--- src/rtl/smb_cfg_slave.sv ---
module smb_cfg_slave #(
  parameter int NREG = 8,
  parameter logic [6:0] DEV_ADDR = 7'h69
) (
  input  logic            clk,
  input  logic            rst_n,
  input  logic            scl_i,
  input  logic            sda_i,
  input  logic            fsel_i,
  output logic            sda_oe,
  output logic [NREG*8-1:0] cfg_o
);
  localparam int AW = (NREG > 1) ? $clog2(NREG) : 1;
  localparam logic [7:0] NREG8 = 8'(NREG);
  localparam logic [2:0] S_IDLE = 3'd0, S_RX = 3'd1, S_RACK = 3'd2, S_TX = 3'd3, S_TACK = 3'd4;
  localparam logic [1:0] P_ADDR = 2'd0, P_CMD = 2'd1, P_CNT = 2'd2, P_DATA = 2'd3;

  function automatic logic [7:0] dflt(int i);
    return (i == 1) ? 8'h85 : (i == 2) ? 8'hFF : 8'h00;
  endfunction

  logic [2:0] scl_q, sda_q;
  logic [2:0] st;
  logic [1:0] ph;
  logic [7:0] sh, tx;
  logic [3:0] bcnt;
  logic [6:0] ptr;
  logic       blk, rd_mode, send_cnt, mnack;
  logic [7:0] regs [NREG];

  wire scl_s = scl_q[1];
  wire scl_d = scl_q[2];
  wire sda_s = sda_q[1];
  wire sda_d = sda_q[2];
  wire start_det = scl_s & scl_d & sda_d & ~sda_s;
  wire stop_det  = scl_s & scl_d & ~sda_d & sda_s;
  wire scl_rise  = scl_s & ~scl_d;
  wire scl_fall  = ~scl_s & scl_d;
  wire is_idle   = (st == S_IDLE);

  wire [6:0] ptr_inc = (ptr == 7'h7f) ? ptr : ptr + 7'd1;
  wire       in_rng  = {1'b0, ptr} < NREG8;
  wire [7:0] rdval   = in_rng ? regs[ptr[AW-1:0]] : 8'h00;
  wire [7:0] nxt_tx  = send_cnt ? NREG8 : rdval;

  for (genvar g = 0; g < NREG; g++) begin : g_out
    assign cfg_o[g*8 +: 8] = regs[g];
  end

  always_ff @(posedge clk) begin
    if (!rst_n) begin
      scl_q <= 3'b111; sda_q <= 3'b111;
      st <= S_IDLE; ph <= P_ADDR; sda_oe <= 1'b0;
      sh <= '0; tx <= '0; bcnt <= '0; ptr <= '0;
      blk <= 1'b0; rd_mode <= 1'b0; send_cnt <= 1'b0; mnack <= 1'b0;
      for (int i = 0; i < NREG; i++) regs[i] <= dflt(i);
      regs[0][7] <= fsel_i;
    end else begin
      scl_q <= {scl_q[1:0], scl_i};
      sda_q <= {sda_q[1:0], sda_i};
      if (start_det) begin
        st <= S_RX; ph <= P_ADDR; bcnt <= '0; sda_oe <= 1'b0;
      end else if (stop_det) begin
        st <= S_IDLE; sda_oe <= 1'b0;
      end else begin
        case (st)
          S_RX: begin
            if (scl_rise) begin
              sh <= {sh[6:0], sda_s};
              bcnt <= bcnt + 4'd1;
            end else if (scl_fall && bcnt == 4'd8) begin
              bcnt <= '0;
              st <= S_RACK; sda_oe <= 1'b1;
              case (ph)
                P_ADDR: begin
                  if (sh[7:1] != DEV_ADDR) begin
                    st <= S_IDLE; sda_oe <= 1'b0;
                  end else begin
                    rd_mode <= sh[0];
                    send_cnt <= blk;
                    if (!sh[0]) ph <= P_CMD;
                  end
                end
                P_CMD: begin
                  blk <= ~sh[7];
                  ptr <= sh[7] ? sh[6:0] : 7'd0;
                  ph  <= sh[7] ? P_DATA : P_CNT;
                end
                P_CNT: ph <= P_DATA;
                default: begin
                  if (in_rng) regs[ptr[AW-1:0]] <= sh;
                  ptr <= ptr_inc;
                end
              endcase
            end
          end
          S_RACK: if (scl_fall) begin
            if (rd_mode) begin
              tx <= nxt_tx; send_cnt <= 1'b0;
              if (!send_cnt) ptr <= ptr_inc;
              st <= S_TX; sda_oe <= ~nxt_tx[7]; bcnt <= '0;
            end else begin
              st <= S_RX; sda_oe <= 1'b0;
            end
          end
          S_TX: if (scl_fall) begin
            if (bcnt == 4'd7) begin
              sda_oe <= 1'b0; st <= S_TACK;
            end else begin
              tx <= {tx[6:0], 1'b0};
              sda_oe <= ~tx[6];
              bcnt <= bcnt + 4'd1;
            end
          end
          S_TACK: begin
            if (scl_rise) mnack <= sda_s;
            else if (scl_fall) begin
              if (mnack) st <= S_IDLE;
              else begin
                tx <= nxt_tx; send_cnt <= 1'b0;
                if (!send_cnt) ptr <= ptr_inc;
                st <= S_TX; sda_oe <= ~nxt_tx[7]; bcnt <= '0;
              end
            end
          end
          default: ;
        endcase
      end
      regs[0][7] <= fsel_i;
    end
  end
endmodule


--- config.mk ---
export PLATFORM = sky130hd
export DESIGN_NAME = smb_cfg_slave
export DESIGN_NICKNAME = d
export VERILOG_FILES = /design/src/rtl/smb_cfg_slave.sv
export SDC_FILE = /design/constraint.sdc
export NUM_CORES = 1
export LEC_CHECK = 0
export BUFFER_PORTS_ARGS = -buffer_cell sky130_fd_sc_hd__clkbuf_2
export CAP_MARGIN = 20
export CORE_UTILIZATION = 45
export DETAILED_ROUTE_END_ITERATION = 8
export GPL_TIMING_DRIVEN = 0
export PLACE_DENSITY = 0.71
export SYNTH_ARGS = -nofsm -noshare
export SYNTH_HDL_FRONTEND = slang
export SYNTH_SLANG_ARGS = --single-unit
export TNS_END_PERCENT = 10
--- constraint.sdc ---
create_clock -name clk -period 2.1 [get_ports clk]
set_input_delay 0.105 -clock clk [delete_from_list [all_inputs] [get_ports clk]]
set_output_delay 0.105 -clock clk [all_outputs]
set_load 0.005 [all_outputs]
After elaboration in Yosys (flattened, before gate mapping)
Memory sizes are Yosys's and may differ from the RTL's. A register that Yosys moved wholly into a read port is not among the register bits. Cells that the tools add are included. W data, S select, Z words.

Add/subtract/negate cells: 2. Order comparisons: 1. Equality and inequality tests: 34. Muxes and demuxes: 90. Bitwise logic cells: 27. Reduce and logical (&&, ||, !) cells: 24.

Operators by type and width (count): $mux W7 (17); $pmux W7 S3 (2); $mux W1 (36); $mux W4 (9); $mux W3 (10); $ne A2 B2 Y1 const B (15); $ne A4 B4 Y1 const B (7); $mux W8 (3); $reduce_and A8 Y1 (3); $reduce_and A10 Y1 (2); $pmux W4 S4 (1); $mux W2 (7); $not A1 Y1 (14); $pmux W7 S2 (1); $reduce_and A7 Y1 (2); $pmux W3 S4 (1); $reduce_and A12 Y1 (1); $reduce_and A11 Y1 (1); $and A1 B1 Y1 (10); $reduce_bool A3 Y1 (3); $reduce_and A4 Y1 (2); $reduce_or A8 Y1 (1); $add A7 B1 Y7 const B (1); $eq A7 B7 Y1 const B (1); 23 further kinds (28).

Bits in registers: 42. RAM bits: 64. Bits of input ports: 5. Output and inout bits: 65. Logic and storage cells: 193. Memories kept: 1.

Memory list: regs (words 8, width 8, rd ports 9, clocked after memory_dff 1, wr ports 8, line 29) `logic [7:0] regs [NREG];`.

Depth between registers and ports, before layout
Depth in word-level cells: 13. Depth in mapped cells: 8. Gate-level depth less buffers: 7.

Least setup slack after synthesis
Ideal clock, no wire load.

Kind: reg-to-reg. Start point: register st[0]. End point: memory regs[3][0] (enable). Library setup time: 0.381 ns. Data arrival time: 1.985 ns. Data required time: 1.719 ns. Slack: -0.266 ns. Cell stages (with the launch flop): 7. Buffers on the path: 2. Period minus slack after synthesis: 2.366 ns. Cells stage by stage: dfxtp_1 buf_4 nor3b_4 nand3_1 or3_1 buf_2 o21ai_0.

RTL lines: start, declared (line 23) `logic [2:0] st;`; start signal, assigned (line 53) `st <= S_IDLE; ph <= P_ADDR; sda_oe <= 1'b0;`; start signal, assigned (line 62) `st <= S_RX; ph <= P_ADDR; bcnt <= '0; sda_oe <= 1'b0;`; start signal, assigned (line 64) `st <= S_IDLE; sda_oe <= 1'b0;`; end, declared (line 29).

==> flow_summary.yaml <==
placed_design:
  dp.cells: 761
  place.port_buffers: 69
  place_hpwl_um: 11220
  gp_congestion: 0.9027
power:
  leakagePower_nw: 2.487
  peakVddDrop_v: 0.0003300
  cellPowerDensity_nw_per_um2: 648.9
sta:
  setup_viol: 75
  drv_slew: 0
  fin_skew_ns: 0.007783
  layout_setup_ws_ns: -0.08803
  period_needed_ns: 2.188
  worst-slew-pin-transition_ns: 0.9868
  fmax_ghz: 0.4570
  finalHoldViolations: 0
  rsz0062_at_grt: "true"
  finalSetupTns_ns: -3.052
  relSlewSlack_pct: 34.21
  finalCritPeriodShare_pct: 104.2
cts:
  h-tree-depth: 3
  root_buffer: "clkbuf_16"
  clock-sinks: 109
  clock_path_buffers: 2
  clk_pin_slew_ns: 0.08
  cts_made_buffers: 9
  clk_latency_ns: 0.36
  cts_tree: "yes"
grt:
  antenna_found_initial: 0
  grt_max_degree: 19
  grt_pass1_wl_um: 24270
  grt_pass1_vias: 4365
  overflow: 0
  grt_use_total_pct: 24.93
synthesis:
  yosys_warnings: 0
  postSynthAreaPerCell_sq_um: 10.80
  yosys_most_used_dff: "edfxtp_1"
  yosysTopAreaCell: "edfxtp_1"
  seq_area_frac_synth_pct: 49.71
  synth_cell_type_count: 76
  synth_seq_cells: 109
  syn-cell-area_sq_um: 5658
  synth_edf_count: 63
  ys_async_sr_fraction_pct: 0
  synth_fp_nets: 537
  synth_area_leaders: "edfxtp_1, dfxtp_1, mux4_2"
  syn_inst: 524
  yosys.area.top_type_share_pct: 33.44
routing:
  wl_per_cell_um: 19.96
  drc: 0
  ant_nets: 0
  initialDrtViolationCount: 471
  firstDrtPassIters: 5
  drt_wl_total_um: 15690
  num_vias: 4655
  vias_per_cell: 5.922
layout:
  nFillCells: 1022
  final_common_cell: "clkbuf_2"
  area_growth_syn_to_layout_pct: 22.20
  num_antenna_cells: 0
  mostFrequentLayoutCells: "clkbuf_2, edfxtp_1, and2_1, nand2_1, dfxtp_1"
  drive_above_1_share_pct: 27.99
  fin_nets: 627
  finalNonFillerCells: 786
floorplanning:
  dieArea_sq_um: 13030
  ios: 70
  chipWidth_um: 114.1
  core_sq_um: 12110
  initial_core_util_pct: 46.71
  die_h_um: 114.1
  core.rowCount: 40
worst_setup_path:
  reg2reg_slack_ns: -0.09
  crit_path_start_kind: "flop"
  crit_fanout: 10
  required_ns: 2.33
  critical_path_class: "reg -> reg"
  arrival_ns: 2.41
  crit_path_end_kind: "flop"
status:
  outcome: "complete, but fails checks"
  violations: "negative setup slack"
worst_hold_path:
  hp-class: "in -> reg"
job:
  drv_cap: 0
## per-stage QoR
step	util (%)	hold slack [ns]	power [W]	area (sq um)	setup slack, ns
3_3_place_gp	51.30	0.2859	0.002622	6213	-0.6376
2_1_floorplan	-	0.2065	0.002505	5658	-0.06949
5_1_grt	57.09	0.2492	0.004607	6914	-0.1337
3_5_place_dp	51.30	0.2902	0.002629	6213	-0.6810
4_1_cts	56.56	0.1896	0.004487	6850	-0.06646
6_report	57.09	0.2135	0.004487	6914	-0.08803
## Yosys cell counts (3+ instances only)
| master | instances |
|---|---|
| a21oi_1 | 24 |
| inv_1 | 12 |
| nand2_1 | 43 |
| dfxtp_1 | 46 |
| ha_1 | 8 |
| nor2b_1 | 4 |
| and3b_1 | 4 |
| or2_2 | 3 |
| a2111oi_0 | 3 |
| mux2i_1 | 17 |
| a211oi_1 | 4 |
| nor2_1 | 26 |
| nand2b_1 | 10 |
| and3_1 | 7 |
| a31oi_1 | 3 |
| nor3_1 | 5 |
| clkbuf_1 | 24 |
| mux4_2 | 16 |
| nor3b_1 | 4 |
| edfxtp_1 | 63 |
| or3_1 | 13 |
| nand4_1 | 4 |
| and2_1 | 53 |
| o21ai_0 | 29 |
| mux2_2 | 3 |
| nand3_1 | 17 |
| buf_2 | 6 |
| nor4_1 | 5 |
| o31ai_1 | 5 |
## where the power goes
| part | switching (W) | total [W] | internal, W |
|---|---|---|---|
| Sequential | 0.0000461 | 0.00237 | 0.00232 |
| Clock | 0.000822 | 0.00188 | 0.00106 |
| Combinational | 0.000136 | 0.000243 | 0.000107 |
| Total | 0.00100 | 0.00449 | 0.00348 |
## cell type report
type | count | area, sq um | share of cell area, %
inverter | 12 | 45.04 | 0.6515
clock buffer | 9 | 225.2 | 3.257
timing repair buffer | 79 | 440.4 | 6.370
tap | 168 | 210.2 | 3.040
buffer | 35 | 207.7 | 3.004
sequential | 109 | 2818 | 40.75
clock inverter | 6 | 95.09 | 1.375
multi-input combinational | 368 | 2873 | 41.55
## worst max-delay path: stages (launching register included)
cell     delay [ns]
dfxtp_1        0.31
buf_4          0.16
nor3b_4        0.33
nand3_4        0.13
or3_4          0.42
buf_6          0.16
nor2_2         0.34
and2_1         0.20
## timing repair
action | 4_1_cts | 5_1_grt
hold buffers | 3 | 0
hold endpoints to repair | 3 | 0
buffers inserted | 5 | 1
endpoints found under the setup margin | 135 | 139
pin swaps | 8 | 3
cloned | 1 | 0
resized for setup | 51 | 21
## logic make-up (layout without fill, tap and decap cells)
kind of cell | Yosys count | after routing | share of synthesized area (%)
compound gates | 105 | 105 | 12.54
buf+inv | 47 | 141 | 3.649
fa+ha+maj | 8 | 8 | 1.769
xor+xnor | 3 | 3 | 0.4645
flops | 109 | 109 | 49.71
simple gates | 216 | 216 | 21.89
mux | 36 | 36 | 9.973
## state kept, by name (all words and copies together) (netlist names), named ones only
signal / flops
ph: 2
tx: 7
bcnt: 4
blk: 1
mnack: 1
scl_q: 3
rd_mode: 1
send_cnt: 1
sda_oe: 1
st: 3
sda_q: 3
ptr: 7
regs: 64
sh: 8
## routing by layer
metal,global-route usage (%),share of wire [%],vias to the layer above
li1,-,-,2129
met1,34.80,43,2300
met2,39.80,49,201
met3,3.653,6.4,25
met4,8.745,1.9,0
met5,0,0,-
## worst paths after layout
path | start | to | depth (start not counted)
worst max-delay path | st[1]$_SDFFE_PP0P_ | regs[6][3]$_SDFFCE_PN0P_ | 7
worst max register to register | st[1]$_SDFFE_PP0P_ | regs[6][3]$_SDFFCE_PN0P_ | 7
worst min-delay path | rst_n | ptr[6]$_SDFFE_PN0P_ | 3
worst min register to register | scl_q[0]$_SDFF_PN1_ | scl_q[1]$_SDFF_PN1_ | 1
Note: power is estimated with default switching activity, not from simulation.
